===== config.mk =====
export PLATFORM = sky130hd
export DESIGN_NAME = cnvsim_target
export DESIGN_NICKNAME = d
export VERILOG_FILES = /design/src/rtl/cnvsim_pkg.sv /design/src/rtl/cnvsim_spi_sync.sv /design/src/rtl/cnvsim_conv_engine.sv /design/src/rtl/cnvsim_target.sv
export SDC_FILE = /design/constraint.sdc
export NUM_CORES = 1
export LEC_CHECK = 0
export BUFFER_PORTS_ARGS = -buffer_cell sky130_fd_sc_hd__buf_4
export CAP_MARGIN = 15
export CORE_MARGIN = 2
export CORE_UTILIZATION = 40
export DETAILED_ROUTE_END_ITERATION = 6
export REMOVE_ABC_BUFFERS = 1
export SYNTH_ARGS = -nofsm -noshare
export SYNTH_HDL_FRONTEND = slang
export SYNTH_SLANG_ARGS = --single-unit

===== constraint.sdc =====
create_clock -name clk -period 4.2 [get_ports clk]
set_input_delay 0.42 -clock clk [delete_from_list [all_inputs] [get_ports clk]]
set_output_delay 0.42 -clock clk [all_outputs]
set_load 0.03 [all_outputs]

===== src/rtl/cnvsim_pkg.sv =====
package cnvsim_pkg;

    localparam int CMD_BITS  = 8;
    localparam int WORD_BITS = 24;
    localparam int TX_BITS   = 32;

    localparam logic [2:0] A_STATUS = 3'd0;
    localparam logic [2:0] A_MODE   = 3'd1;
    localparam logic [2:0] A_DATA   = 3'd3;

    localparam logic [2:0] MD_SINGLE = 3'b001;
    localparam logic [2:0] MD_PWRDN  = 3'b011;

    typedef enum logic [1:0] {PH_CMD, PH_WR, PH_RD} phase_e;
    typedef enum logic [1:0] {CV_IDLE, CV_PWRUP, CV_CONV} conv_e;

    typedef struct packed {
        logic       rd;
        logic [2:0] addr;
    } cmd_t;

    typedef struct packed {
        logic [2:0]  md;
        logic        stat_app;
        logic [3:0]  chan;
        logic [15:0] spare;
    } mode_t;

    localparam logic [23:0] MODE_RESET = 24'h600000;

    function automatic cmd_t decode_cmd(input logic [7:0] b);
        cmd_t c;
        c.rd   = b[6];
        c.addr = b[5:3];
        return c;
    endfunction

    function automatic logic [23:0] lfsr_step(input logic [23:0] s);
        return {s[22:0], s[23] ^ s[22] ^ s[21] ^ s[16]};
    endfunction

    function automatic logic [5:0] field_bits(input cmd_t c, input logic app);
        logic [5:0] n;
        if (!c.rd) begin
            n = (c.addr == A_MODE) ? 6'd24 : 6'd8;
        end else begin
            case (c.addr)
                A_MODE:  n = 6'd24;
                A_DATA:  n = app ? 6'd32 : 6'd24;
                default: n = 6'd8;
            endcase
        end
        return n;
    endfunction

endpackage


===== src/rtl/cnvsim_spi_sync.sv =====
module cnvsim_spi_sync #(
    parameter int SYNC_STAGES = 2
) (
    input  logic clk,
    input  logic rst,
    input  logic spi_sclk,
    input  logic spi_cs_n,
    input  logic spi_mosi,
    output logic cs_idle,
    output logic sclk_rise,
    output logic mosi_s
);

    logic [SYNC_STAGES:0]   sclk_p;
    logic [SYNC_STAGES-1:0] cs_p;
    logic [SYNC_STAGES-1:0] mosi_p;

    always_ff @(posedge clk) begin
        if (rst) begin
            sclk_p <= '1;
            cs_p   <= '1;
            mosi_p <= '0;
        end else begin
            sclk_p <= {sclk_p[SYNC_STAGES-1:0], spi_sclk};
            cs_p   <= {cs_p[SYNC_STAGES-2:0], spi_cs_n};
            mosi_p <= {mosi_p[SYNC_STAGES-2:0], spi_mosi};
        end
    end

    assign cs_idle   = cs_p[SYNC_STAGES-1];
    assign mosi_s    = mosi_p[SYNC_STAGES-1];
    assign sclk_rise = sclk_p[SYNC_STAGES-1] & ~sclk_p[SYNC_STAGES];

endmodule


===== src/rtl/cnvsim_conv_engine.sv =====
module cnvsim_conv_engine
    import cnvsim_pkg::*;
#(
    parameter int          PWRUP_CYCLES = 200,
    parameter int          CONV_CYCLES  = 64,
    parameter logic [23:0] LFSR_SEED    = 24'h5A3C91
) (
    input  logic        clk,
    input  logic        rst,
    input  logic        start,
    input  logic        abort,
    output logic        done,
    output logic [23:0] result
);

    localparam int MAXC  = (PWRUP_CYCLES > CONV_CYCLES) ? PWRUP_CYCLES : CONV_CYCLES;
    localparam int CNT_W = $clog2(MAXC + 1);
    localparam logic [CNT_W-1:0] PW_LAST = CNT_W'(PWRUP_CYCLES - 1);
    localparam logic [CNT_W-1:0] CV_LAST = CNT_W'(CONV_CYCLES - 1);

    conv_e            state;
    logic [CNT_W-1:0] cnt;

    always_ff @(posedge clk) begin
        if (rst) begin
            state  <= CV_IDLE;
            cnt    <= '0;
            done   <= 1'b0;
            result <= LFSR_SEED;
        end else begin
            done <= 1'b0;
            if (start) begin
                state <= CV_PWRUP;
                cnt   <= '0;
            end else if (abort) begin
                state <= CV_IDLE;
                cnt   <= '0;
            end else begin
                case (state)
                    CV_PWRUP: begin
                        if (cnt == PW_LAST) begin
                            state <= CV_CONV;
                            cnt   <= '0;
                        end else begin
                            cnt <= cnt + 1'b1;
                        end
                    end
                    CV_CONV: begin
                        if (cnt == CV_LAST) begin
                            state  <= CV_IDLE;
                            cnt    <= '0;
                            done   <= 1'b1;
                            result <= lfsr_step(result);
                        end else begin
                            cnt <= cnt + 1'b1;
                        end
                    end
                    default: cnt <= '0;
                endcase
            end
        end
    end

    // a result can only appear out of the conversion state
    a_r3_done_after_conv: assert property (@(posedge clk) disable iff (rst)
        done |-> $past(state == CV_CONV));

    // a start request always enters power-up first
    a_r3_start_enters_pwrup: assert property (@(posedge clk) disable iff (rst)
        start |=> (state == CV_PWRUP));

    // the sequence never locks up at zero
    a_r4_result_nonzero: assert property (@(posedge clk) disable iff (rst)
        done |-> (result != 24'd0));

endmodule


===== src/rtl/cnvsim_target.sv =====
module cnvsim_target
    import cnvsim_pkg::*;
#(
    parameter int          PWRUP_US    = 200,
    parameter int          CLKS_PER_US = 1,
    parameter int          CONV_CYCLES = 64,
    parameter logic [23:0] LFSR_SEED   = 24'h5A3C91,
    parameter int          SYNC_STAGES = 2
) (
    input  logic clk,
    input  logic rst,
    input  logic spi_sclk,
    input  logic spi_cs_n,
    input  logic spi_mosi,
    output logic spi_miso,
    output logic spi_miso_oe
);

    localparam int PWRUP_CYCLES = PWRUP_US * CLKS_PER_US;

    logic cs_idle, sclk_rise, mosi_s;

    cnvsim_spi_sync #(.SYNC_STAGES(SYNC_STAGES)) u_sync (
        .clk       (clk),
        .rst       (rst),
        .spi_sclk  (spi_sclk),
        .spi_cs_n  (spi_cs_n),
        .spi_mosi  (spi_mosi),
        .cs_idle   (cs_idle),
        .sclk_rise (sclk_rise),
        .mosi_s    (mosi_s)
    );

    // framing state
    phase_e               phase;
    logic [5:0]           bit_cnt;
    logic [5:0]           field_len;
    logic [WORD_BITS-2:0] sh_in;
    logic [TX_BITS-1:0]   tx_sr;
    logic [2:0]           addr_q;

    // register state
    mode_t       mode_q;
    logic [23:0] data_q;
    logic [3:0]  tag_q;
    logic [3:0]  tag_pend;
    logic        rdy_n_q;

    logic               conv_start, conv_abort, conv_done;
    logic [23:0]        conv_result;
    logic               last_bit, wr_mode_ev, rd_data_ev;
    logic [23:0]        wr_value;
    cmd_t               cmd_now;
    logic [7:0]         status_byte;
    logic [TX_BITS-1:0] rd_word;

    assign last_bit   = (bit_cnt == field_len - 6'd1);
    assign wr_value   = {sh_in, mosi_s};
    assign cmd_now    = decode_cmd({sh_in[6:0], mosi_s});
    assign wr_mode_ev = !cs_idle && sclk_rise && (phase == PH_WR) && last_bit && (addr_q == A_MODE);
    assign rd_data_ev = !cs_idle && sclk_rise && (phase == PH_RD) && last_bit && (addr_q == A_DATA);
    assign conv_start = wr_mode_ev && (wr_value[23:21] == MD_SINGLE);
    assign conv_abort = wr_mode_ev && (wr_value[23:21] != MD_SINGLE);

    assign status_byte = {rdy_n_q, 3'b000, tag_q};

    always_comb begin
        case (cmd_now.addr)
            A_MODE:   rd_word = {mode_q, 8'h00};
            A_DATA:   rd_word = mode_q.stat_app ? {data_q, status_byte} : {data_q, 8'h00};
            A_STATUS: rd_word = {status_byte, 24'h000000};
            default:  rd_word = '0;
        endcase
    end

    always_ff @(posedge clk) begin
        if (rst) begin
            phase     <= PH_CMD;
            bit_cnt   <= '0;
            field_len <= 6'd8;
            sh_in     <= '0;
            tx_sr     <= '0;
            addr_q    <= '0;
        end else if (cs_idle) begin
            phase   <= PH_CMD;
            bit_cnt <= '0;
        end else if (sclk_rise) begin
            case (phase)
                PH_CMD: begin
                    sh_in <= {sh_in[WORD_BITS-3:0], mosi_s};
                    if (bit_cnt == 6'(CMD_BITS - 1)) begin
                        bit_cnt   <= '0;
                        addr_q    <= cmd_now.addr;
                        field_len <= field_bits(cmd_now, mode_q.stat_app);
                        if (cmd_now.rd) begin
                            phase <= PH_RD;
                            tx_sr <= rd_word;
                        end else begin
                            phase <= PH_WR;
                        end
                    end else begin
                        bit_cnt <= bit_cnt + 6'd1;
                    end
                end
                PH_WR: begin
                    sh_in <= {sh_in[WORD_BITS-3:0], mosi_s};
                    if (last_bit) begin
                        phase   <= PH_CMD;
                        bit_cnt <= '0;
                    end else begin
                        bit_cnt <= bit_cnt + 6'd1;
                    end
                end
                default: begin
                    tx_sr <= {tx_sr[TX_BITS-2:0], 1'b0};
                    if (last_bit) begin
                        phase   <= PH_CMD;
                        bit_cnt <= '0;
                    end else begin
                        bit_cnt <= bit_cnt + 6'd1;
                    end
                end
            endcase
        end
    end

    always_ff @(posedge clk) begin
        if (rst) begin
            mode_q   <= mode_t'(MODE_RESET);
            data_q   <= '0;
            tag_q    <= '0;
            tag_pend <= '0;
            rdy_n_q  <= 1'b1;
        end else begin
            if (wr_mode_ev) begin
                mode_q <= mode_t'(wr_value);
                if (conv_start) begin
                    tag_pend <= wr_value[19:16];
                    rdy_n_q  <= 1'b1;
                end
            end
            if (rd_data_ev) begin
                rdy_n_q <= 1'b1;
            end
            if (conv_done) begin
                data_q  <= conv_result;
                tag_q   <= tag_pend;
                rdy_n_q <= 1'b0;
                if (!wr_mode_ev) begin
                    mode_q.md <= MD_PWRDN;
                end
            end
        end
    end

    cnvsim_conv_engine #(
        .PWRUP_CYCLES (PWRUP_CYCLES),
        .CONV_CYCLES  (CONV_CYCLES),
        .LFSR_SEED    (LFSR_SEED)
    ) u_conv (
        .clk    (clk),
        .rst    (rst),
        .start  (conv_start),
        .abort  (conv_abort),
        .done   (conv_done),
        .result (conv_result)
    );

    assign spi_miso    = (phase == PH_RD) ? tx_sr[TX_BITS-1] : rdy_n_q;
    assign spi_miso_oe = ~cs_idle;

    // a field never runs past its length
    a_r1_count_bounded: assert property (@(posedge clk) disable iff (rst)
        (phase != PH_CMD) |-> (bit_cnt < field_len));

    // chip select high always leaves the framer waiting for a command byte
    a_r11_cs_idle_resets_frame: assert property (@(posedge clk) disable iff (rst)
        $past(cs_idle) |-> (phase == PH_CMD && bit_cnt == 6'd0));

    // the ready level only falls right after a result is stored
    a_r5_ready_falls_only_on_done: assert property (@(posedge clk) disable iff (rst)
        $fell(rdy_n_q) |-> $past(conv_done));

endmodule


Yosys cells after proc, flatten, opt, wreduce, memory -nomap -nowiden. Cells that the tools add are included.

Add/sub/neg operators: 3. Equal/unequal tests: 20. Mux-type cells: 33. Bitwise logic cells: 10. Reductions and logical operators: 30.

Operator list (count): $pmux W32 S3 (1); $mux W32 (2); $pmux W32 S2 (1); $mux W6 (5); $mux W24 (1); $mux W8 (3); $pmux W8 S2 (1); $mux W2 (6); $pmux W6 S2 (1); $reduce_and A3 Y1 (4); $eq A3 B1 Y1 const B (3); $logic_and A1 B1 Y1 (9); $add A8 B1 Y8 const B (1); $eq A8 B6 Y1 const B (1); $eq A8 B8 Y1 const B (1); $mux W1 (8); $ne A4 B3 Y1 const B (2); $reduce_and A4 Y1 (2); $add A6 B1 Y6 const B (1); $eq A3 B2 Y1 const B (2); $eq A6 B3 Y1 const B (1); $eq A6 B6 Y1 (1); $mux W3 (2); $not A1 Y1 (6); other kinds (21) (31).

Register bits after elaboration: 171. Input port bits: 5. Output and inout port bits: 2. Word-level logic and storage cells: 118.

Logic depth before layout (Yosys ltp). Gate-level depths: netlist (run 1).

Depth after elaboration: 11. Mapped depth: 9.

Hierarchy. From an unflattened synthesis (run 1), not the netlist that was laid out.

Cells, all modules: 822. Area, all modules: 7493.4 um2.

By module, submodules not included: cnvsim_target (instances 1, cells each 625, area an instance 5657.9 um2, sequential area each 2522.4 um2); cnvsim_conv_engine (instances 1, cells each 182, area an instance 1645.3 um2, sequential area each 700.7 um2); cnvsim_spi_sync (instances 1, cells each 15, area an instance 190.2 um2, sequential area each 140.1 um2).

Least setup slack after synthesis (run 1). OpenSTA, ideal clock, no wires.

Path type: register -> register. Start point: reg field_len[3]. End point: reg bit_cnt[0]. Library setup time: 0.133 ns. Data arrival time: 1.804 ns. Required time: 4.067 ns. Slack: 2.263 ns. Cell stages (with the launch flop): 8. Buffers on the path: 0. Period minus slack after synthesis: 1.937 ns. Path through: dfxtp_1 inv_1 ha_1 xnor2_1 nor4_1 a21boi_0 o21ai_0 nor2_1.

Word-level cells in the longest chain between the ends: 4.

Ends and longest elaborated chain: start: declaration (line cnvsim_target.sv:37) `logic [5:0] field_len;`; start signal: assignment (line cnvsim_target.sv:94) `field_len <= field_bits(cmd_now, mode_q.stat_app);`; $sub A6 B1 Y6 (line cnvsim_target.sv:57) `assign last_bit = (bit_cnt == field_len - 6'd1);`; $eq A6 B6 Y1 (line cnvsim_target.sv:57); $mux W6 (line cnvsim_target.sv:107, cnvsim_target.sv:116); $mux W6; end signal: assignment (line cnvsim_target.sv:102) `bit_cnt <= bit_cnt + 6'd1;`; end signal: assignment (line cnvsim_target.sv:111) `bit_cnt <= bit_cnt + 6'd1;`; end signal: assignment (line cnvsim_target.sv:120) `bit_cnt <= bit_cnt + 6'd1;`; end: declaration (line cnvsim_target.sv:36) `logic [5:0] bit_cnt;`.

No other way between the ends. A chain may end at the register's enable or synchronous reset.

Worst setup path after layout (run 1).
Start point: reg phase[1]. End point: reg u_conv.result[23].

Word-level cells in the longest chain between the ends: 7. Elaborated cells between the ends (all ways): 9.

Ends and longest elaborated chain: start: declaration (line cnvsim_target.sv:35) `phase_e phase;`; start signal: assignment (line cnvsim_target.sv:78) `phase <= PH_CMD;`; start signal: assignment (line cnvsim_target.sv:85) `phase <= PH_CMD;`; start signal: assignment (line cnvsim_target.sv:96) `phase <= PH_RD;`; $eq A2 B1 Y1 * (line cnvsim_target.sv:60) `assign wr_mode_ev = !cs_idle && sclk_rise && (phase == PH_WR) && last_bit && (addr_q == A_MODE);`; $logic_and A1 B1 Y1 * (3 in series) (line cnvsim_target.sv:60); $logic_and A1 B1 Y1 (on tied branches) (line cnvsim_target.sv:63, cnvsim_target.sv:62); $not A1 Y1 (no line); $reduce_and A4 Y1 (no line) *; end signal: assignment (line cnvsim_conv_engine.sv:53) `result <= lfsr_step(result);`; end: declaration (line cnvsim_conv_engine.sv:13) `output logic [23:0] result`.

Mark *: on every way between the ends. The rest lies on a longest branch, timed or not.

==> results.sh, run 1 <==
export IMPL_outcome="finished, final reports clean"
export IMPL_totalWireLength_um=15000
export IMPL_clk_insertion_delay_late_ns=0.43
export IMPL_drive_gt1_frac=0.0769
export IMPL_row_count=47
export IMPL_timing_hold_violations_final=0
export IMPL_power_density_relative_to_cell_area_nw_per_um2=429
export IMPL_root_buffer="sky130_fd_sc_hd__clkbuf_16"
export IMPL_endpoint_kind="flop"
export IMPL_synthArstFlopShare=0
export IMPL_place_detailed_hpwl_um=9650
export IMPL_setup_violations_final=0
export IMPL_synth_top_cells_by_count="168 x sky130_fd_sc_hd__dfxtp_1, 139 x sky130_fd_sc_hd__nand2_1, 118 x sky130_fd_sc_hd__nor2_1"
export IMPL_ctsHtreeMaxLevel=4
export IMPL_worstSetupStartpointType="flop"
export IMPL_cells_after_synth=799
export IMPL_worst_ep_arrival_time_ns=3.16
export IMPL_yosysWarnings=0
export IMPL_drt_first_pass_iters=5
export IMPL_synth_enable_flop_cells=0
export IMPL_wire_per_inst_um=14.8
export IMPL_io_pins=7
export IMPL_switching_power_share_of_the_total=0.202
export IMPL_worstSetupPathType="flop to flop"
export IMPL_fp_coreArea_um2=16600
export IMPL_switching_power_mw=0.653
export IMPL_setup_ws_ns=1.40
export IMPL_grt_antenna_before_repair=0
export IMPL_cell_internal_pwr_mw=2.59
export IMPL_numPlacedInstances=980
export IMPL_achievable_frequency_mhz=357
export IMPL_dominantRegCellSynth="sky130_fd_sc_hd__dfxtp_1"
export IMPL_dp_worst_setup_slack_ns=1.39
export IMPL_route_detailed_drc=0
export IMPL_gr_usage_all_layers=0.174
export IMPL_count_of_hold_fix_buffers_inserted_at_cts=0
export IMPL_leading_post_synthesis_cells_by_cell_area="sky130_fd_sc_hd__dfxtp_1 49%, sky130_fd_sc_hd__mux2i_1 7.9%, sky130_fd_sc_hd__nand2_1 7.7%"
export IMPL_max_slew_margin=0.243
export IMPL_drt_antenna_violating_nets=0
export IMPL_global_route_overflow_total=0
export IMPL_sequentialPowerShare=0.494
export IMPL_via_per_inst=5.12
export IMPL_yosys_area_top_type="sky130_fd_sc_hd__dfxtp_1"
export IMPL_clkSinkCount=168
export IMPL_synth_ff_latch_count=168
export IMPL_min_delay_path_class="input pin to flop"
export IMPL_clock_skew_final_ns=0.00630
export IMPL_critical_path_fanouts_max=24
export IMPL_tritoncts="built"
export IMPL_final_cell_area_um2=7560
export IMPL_power_clock_fraction=0.492
export IMPL_synth_area_um2=6810
export IMPL_cts_buffers=17
export IMPL_avgSynthCellArea_um2=8.53
export IMPL_share_of_the_core_filled_with_cells=0.454
export IMPL_gpl_congestion=0.786
export IMPL_power_share_combinational=0.014
export IMPL_synth_seq_area_share=0.494
export IMPL_post_cts_setup_buffer_count=0
export IMPL_initial_core_util=0.409
export IMPL_required_time_reported_for_the_critical_path_endpoint_ns=4.56
export IMPL_design_die_area_um2=18100
export IMPL_fin_crit_sh=0.667
export IMPL_cts_resized_gates=0
export IMPL_drt_iter0_markers=464
export IMPL_fin_cells=1013
export IMPL_nets=790
export IMPL_yosysTopAreaCellShare=0.494
export IMPL_dieWidth_um=134
export IMPL_grt_first_pass_wirelength_um=24900
export IMPL_maxCapViolCount=0
export IMPL_netlist_cell_type_count=51
export IMPL_vias=5186
export IMPL_max_slew_worst_pin_slew_ns=1.13
export IMPL_slew_viol_final=0
export IMPL_vdd_ir_drop_worst_uv=297
export IMPL_diodes=0
export IMPL_fillers=1668
export IMPL_synthMostInstantiatedCell="sky130_fd_sc_hd__dfxtp_1"
export IMPL_grt_start_max_net_pins=62
export IMPL_placement_cell_area_um2=6960
export IMPL_cellLeakagePower_nw=2.45
export IMPL_clk_pin_slew_worst_paths_ns=0.06
export IMPL_first_global_vias=4760
export IMPL_die_y_um=134
export IMPL_post_route_min_period_ns=2.80
export IMPL_timing_setup_tns_ns=0
export IMPL_max_clock_path_buffers=2
export IMPL_syn2layout_area_growth_pct=11.0
export IMPL_setup_repair_after_global_routing_missed_its_margin="no"
export IMPL_port_bufs=6
==> cell type report <==
type	count	area [um2]	share of cell area
clock inverters	8	119	0.0157
well taps	220	275	0.0364
multi-input cells	567	3170	0.419
clock buffers	24	482	0.0637
inverters	11	41.3	0.00546
repair buffers	15	110	0.0146
flip-flops and latches	168	3360	0.445
==> stage by stage <==
stage,power (mW),hold slack [ns]
after global placement,1.68,0.394
final,3.24,0.173
after CTS,3.28,0.159
after floorplan,1.65,0.389
after global routing,3.34,0.163
after detailed placement,1.68,0.399
==> flip-flops by register name, summed over array words and instances (netlist names) <==
register	cells
rdy_n_q	1
u_conv.result	24
bit_cnt	6
tx_sr	32
tag_pend	4
u_conv.cnt	8
addr_q	3
field_len	3
phase	2
tag_q	4
u_conv.state	2
u_conv.done	1
mode_q	24
u_sync.mosi_p	2
u_sync.sclk_p	3
u_sync.cs_p	2
sh_in	23
data_q	24
==> cells by family (layout without fill, tap and decap cells) <==
logic type / after synthesis / after routing / synth area share
AOI/OAI and AO/OA: 135 / 135 / 0.121
xor gates and xnor gates: 15 / 15 / 0.0215
adders and majority gates: 5 / 5 / 0.00918
buffers and inverters: 64 / 58 / 0.0413
DFF: 168 / 168 / 0.494
muxes: 59 / 59 / 0.0876
and+or+nand+nor: 353 / 353 / 0.225
==> final timing paths <==
check,from,to,slack [ns],cells after the start
hold / removal,spi_sclk,u_sync.sclk_p[0]$_SDFF_PP1_,0.17,2
hold reg to reg,u_sync.cs_p[0]$_SDFF_PP1_,u_sync.cs_p[1]$_SDFF_PP1_,0.41,1
setup / recovery,phase[1]$_SDFFE_PP0P_,u_conv.result[23]$_SDFFE_PP0P_,1.40,5
setup reg to reg,phase[1]$_SDFFE_PP0P_,u_conv.result[23]$_SDFFE_PP0P_,1.40,5
==> critical path, stage by stage (launching register included) <==
cell and delay (ns):
sky130_fd_sc_hd__dfxtp_1 0.35, sky130_fd_sc_hd__or4b_1 0.96, sky130_fd_sc_hd__nor3_4 0.38, sky130_fd_sc_hd__a21o_1 0.71
sky130_fd_sc_hd__nand2_1 0.14, sky130_fd_sc_hd__a21oi_1 0.17
==> cell usage in the layout (no fill, tap or decap), types with 6 or more instances in the layout <==
cell	n
sky130_fd_sc_hd__dfxtp_1	167
sky130_fd_sc_hd__nand2_1	139
sky130_fd_sc_hd__nor2_1	118
sky130_fd_sc_hd__a21oi_1	66
sky130_fd_sc_hd__mux2i_1	54
sky130_fd_sc_hd__nor3_1	49
sky130_fd_sc_hd__a211oi_1	20
sky130_fd_sc_hd__o21ai_0	18
sky130_fd_sc_hd__clkbuf_16	17
sky130_fd_sc_hd__buf_4	14
sky130_fd_sc_hd__inv_1	11
sky130_fd_sc_hd__nand3_1	10
sky130_fd_sc_hd__a311oi_1	9
sky130_fd_sc_hd__xnor2_1	8
sky130_fd_sc_hd__nor2b_1	7
sky130_fd_sc_hd__xor2_1	6
sky130_fd_sc_hd__or2_2	6
==> power by group through the flow <==
stage	clock, mW	sequential, mW	combinational [mW]
finish	1.60	1.60	0.0463
global route	1.69	1.60	0.0519
CTS	1.63	1.60	0.0467
detailed placement	0	1.64	0.0465
global placement	0	1.64	0.0467
floorplan	0	1.64	0.0150
==> metal layers <==
layer	wire (um)	share of wire	GRT usage
met1	7650	0.51	0.247
met2	6660	0.44	0.260
met3	480	0.032	0.0364
met4	224	0.015	0.0667
met5	0	0	0
Power figures use the tool's default switching activity.
==> run 2: changes to the inputs <==
==> constraint.sdc (replaced) <==
create_clock -name clk -period 2.63 [get_ports clk]
set_input_delay 0.263 -clock clk [delete_from_list [all_inputs] [get_ports clk]]
set_output_delay 0.263 -clock clk [all_outputs]
set_load 0.03 [all_outputs]
==> results.sh, run 2 (synthesized netlist as in run 1, its figures left out) <==
export IMPL_outcome="finished, final reports clean"
export IMPL_worst_r2r_endpoint="mode_q[23]$_SDFF_PP0_"
export IMPL_drive_gt1_frac=0.0967
export IMPL_post_route_min_period_ns=2.19
export IMPL_achievable_frequency_mhz=458
export IMPL_setup_worst_path_start="field_len[3]$_SDFFE_PP1P_"
export IMPL_setup_violations_final=0
export IMPL_worstSetupStartpointType="flop"
export IMPL_grt_first_pass_wirelength_um=25000
export IMPL_via_per_inst=5.13
export IMPL_final_cell_area_um2=7640
export IMPL_first_global_vias=4835
export IMPL_port_bufs=6
export IMPL_diodes=0
export IMPL_power_share_combinational=0.016
export IMPL_total_met2_wirelength_after_detailed_routing_um=6660
export IMPL_reg2regPathDepth=8
export IMPL_timing_hold_violations_final=0
export IMPL_registers_top_by_ff_count="tx_sr"
export IMPL_critical_path_fanouts_max=27
export IMPL_grt_antenna_before_repair=0
export IMPL_fin_crit_sh=0.831
export IMPL_max_slew_worst_pin_slew_ns=0.996
export IMPL_worst_ep_arrival_time_ns=2.54
export IMPL_setup_ws_ns=0.445
export IMPL_worstSetupPathType="flop to flop"
export IMPL_design_die_area_um2=18100
export IMPL_ctsHtreeMaxLevel=4
export IMPL_vdd_ir_drop_worst_uv=444
export IMPL_switching_power_mw=1.15
export IMPL_clock_skew_final_ns=0.00895
export IMPL_max_slew_margin=0.336
export IMPL_cellLeakagePower_nw=2.50
export IMPL_route_met3_wl_um=573
export IMPL_fp_coreArea_um2=16600
export IMPL_r2r_slack_ns=0.44
export IMPL_die_y_um=134
export IMPL_cell_internal_pwr_mw=3.83
export IMPL_largest_reg_flops=32
export IMPL_io_pins=7
export IMPL_gpl_congestion=0.797
export IMPL_cts_resized_gates=0
export IMPL_required_time_reported_for_the_critical_path_endpoint_ns=2.98
export IMPL_root_buffer="sky130_fd_sc_hd__clkbuf_16"
export IMPL_endpoint_kind="flop"
export IMPL_place_detailed_hpwl_um=9770
export IMPL_highest_layer="met4"
export IMPL_nets=805
export IMPL_clk_pin_slew_worst_paths_ns=0.07
export IMPL_cts_buffers=17
export IMPL_syn2layout_area_growth_pct=12.2
export IMPL_route_detailed_drc=0
export IMPL_drt_first_pass_iters=5
export IMPL_wire_per_inst_um=14.7
export IMPL_regToRegStartpoint="field_len[3]$_SDFFE_PP1P_"
export IMPL_setup_repair_after_global_routing_missed_its_margin="no"
export IMPL_initial_core_util=0.409
export IMPL_switching_power_share_of_the_total=0.230
export IMPL_clk_insertion_delay_late_ns=0.43
export IMPL_gr_usage_all_layers=0.175
export IMPL_dp_worst_setup_slack_ns=0.447
export IMPL_timing_hold_worst_path_depth=2
export IMPL_post_cts_setup_buffer_count=0
export IMPL_vias=5271
export IMPL_placement_cell_area_um2=7080
export IMPL_slew_viol_final=0
export IMPL_drt_antenna_violating_nets=0
export IMPL_maxCapViolCount=0
export IMPL_wl_met1_um=7650
export IMPL_totalWireLength_um=15100
export IMPL_drt_iter0_markers=389
export IMPL_sequentialPowerShare=0.514
export IMPL_grt_start_max_net_pins=66
export IMPL_row_count=47
export IMPL_final_common_cell="sky130_fd_sc_hd__dfxtp_1"
export IMPL_global_route_overflow_total=0
export IMPL_power_density_relative_to_cell_area_nw_per_um2=651
export IMPL_clkSinkCount=168
export IMPL_tritoncts="built"
export IMPL_layout_common_cells="167 x sky130_fd_sc_hd__dfxtp_1, 139 x sky130_fd_sc_hd__nand2_1, 118 x sky130_fd_sc_hd__nor2_1, 66 x sky130_fd_sc_hd__a21oi_1, 54 x sky130_fd_sc_hd__mux2i_1"
export IMPL_power_clock_fraction=0.470
export IMPL_max_clock_path_buffers=2
export IMPL_hold_path_endpoint="u_sync.sclk_p[0]$_SDFF_PP1_"
export IMPL_dieWidth_um=134
export IMPL_timing_setup_tns_ns=0
export IMPL_worstHoldStart="spi_sclk"
export IMPL_min_delay_path_class="input pin to flop"
-- run 2: changes by cell type in the layout (fill, tap and decap cells not counted), sizes merged --
cell and change:
buf +15, clkbuf -7, inv +7, bufinv -3
clkinvlp +3, clkinv -2, dlygate4sd3 +1
-- run 2: critical path: stages, from the launching register on --
cell	delay (ns)
sky130_fd_sc_hd__dfxtp_1	0.36
sky130_fd_sc_hd__inv_1	0.06
sky130_fd_sc_hd__ha_1	0.30
sky130_fd_sc_hd__xnor2_1	0.16
sky130_fd_sc_hd__nor4_2	0.48
sky130_fd_sc_hd__and2_1	0.19
sky130_fd_sc_hd__buf_4	0.32
sky130_fd_sc_hd__nand2_1	0.09
sky130_fd_sc_hd__a21oi_1	0.15
-- run 2: worst max-delay path by stage --
stage / cells after the start / end / slack [ns]
3_3_place_gp: 6 / tx_sr[16]$_SDFFE_PP0P_ / 0.48
3_5_place_dp: 6 / tx_sr[20]$_SDFFE_PP0P_ / 0.45
2_1_floorplan: 5 / tx_sr[24]$_SDFFE_PP0P_ / 0.23
4_1_cts: 6 / tx_sr[20]$_SDFFE_PP0P_ / 0.44
5_1_grt: 8 / u_conv.cnt[5]$_SDFF_PP0_ / 0.18
6_report: 8 / mode_q[23]$_SDFF_PP0_ / 0.44
-- run 2: final cells by class --
| type | instances | area (um2) |
|---|---|---|
| Timing Repair Buffer | 30 | 240 |
| Clock inverter | 13 | 111 |
| Sequential cell | 168 | 3360 |
| Fill cell | 1665 | 9000 |
| Multi-Input combinational cell | 567 | 3170 |
| Tap cell | 220 | 275 |
| Clock buffer | 18 | 439 |
| Inverter | 11 | 41.3 |
-- run 2: through the flow --
step           std cells  power [mW]  hold slack, ns  utilization
4_1_cts             1026        5.02         0.00493        0.459
3_3_place_gp         995        2.69           0.391        0.426
3_5_place_dp         995        2.69           0.393        0.426
5_1_grt             1027        5.16          0.0183        0.459
2_1_floorplan        746        2.64           0.332            -
6_report            1027        4.97          0.0241        0.459
-- run 2: per-layer routing --
metal  vias to the layer above  track usage
li1                       2708            -
met1                      2466        0.248
met2                        80        0.266
met3                        17       0.0409
met4                         0       0.0503
met5                         -            0
-- run 2: power groups by stage --
stage          Clock (mW)  Sequential [mW]  Combinational [mW]
2_1_floorplan           0             2.61              0.0240
3_3_place_gp            0             2.61              0.0789
3_5_place_dp            0             2.61              0.0789
4_1_cts              2.39             2.55              0.0794
5_1_grt              2.51             2.55              0.0894
6_report             2.34             2.55              0.0798
-- run 2: what timing repair did --
item | in CTS | in global routing
hold buffers | 0 | 1
endpoints found under the setup margin | 0 | 0
endpoints found under the hold margin | 0 | 1
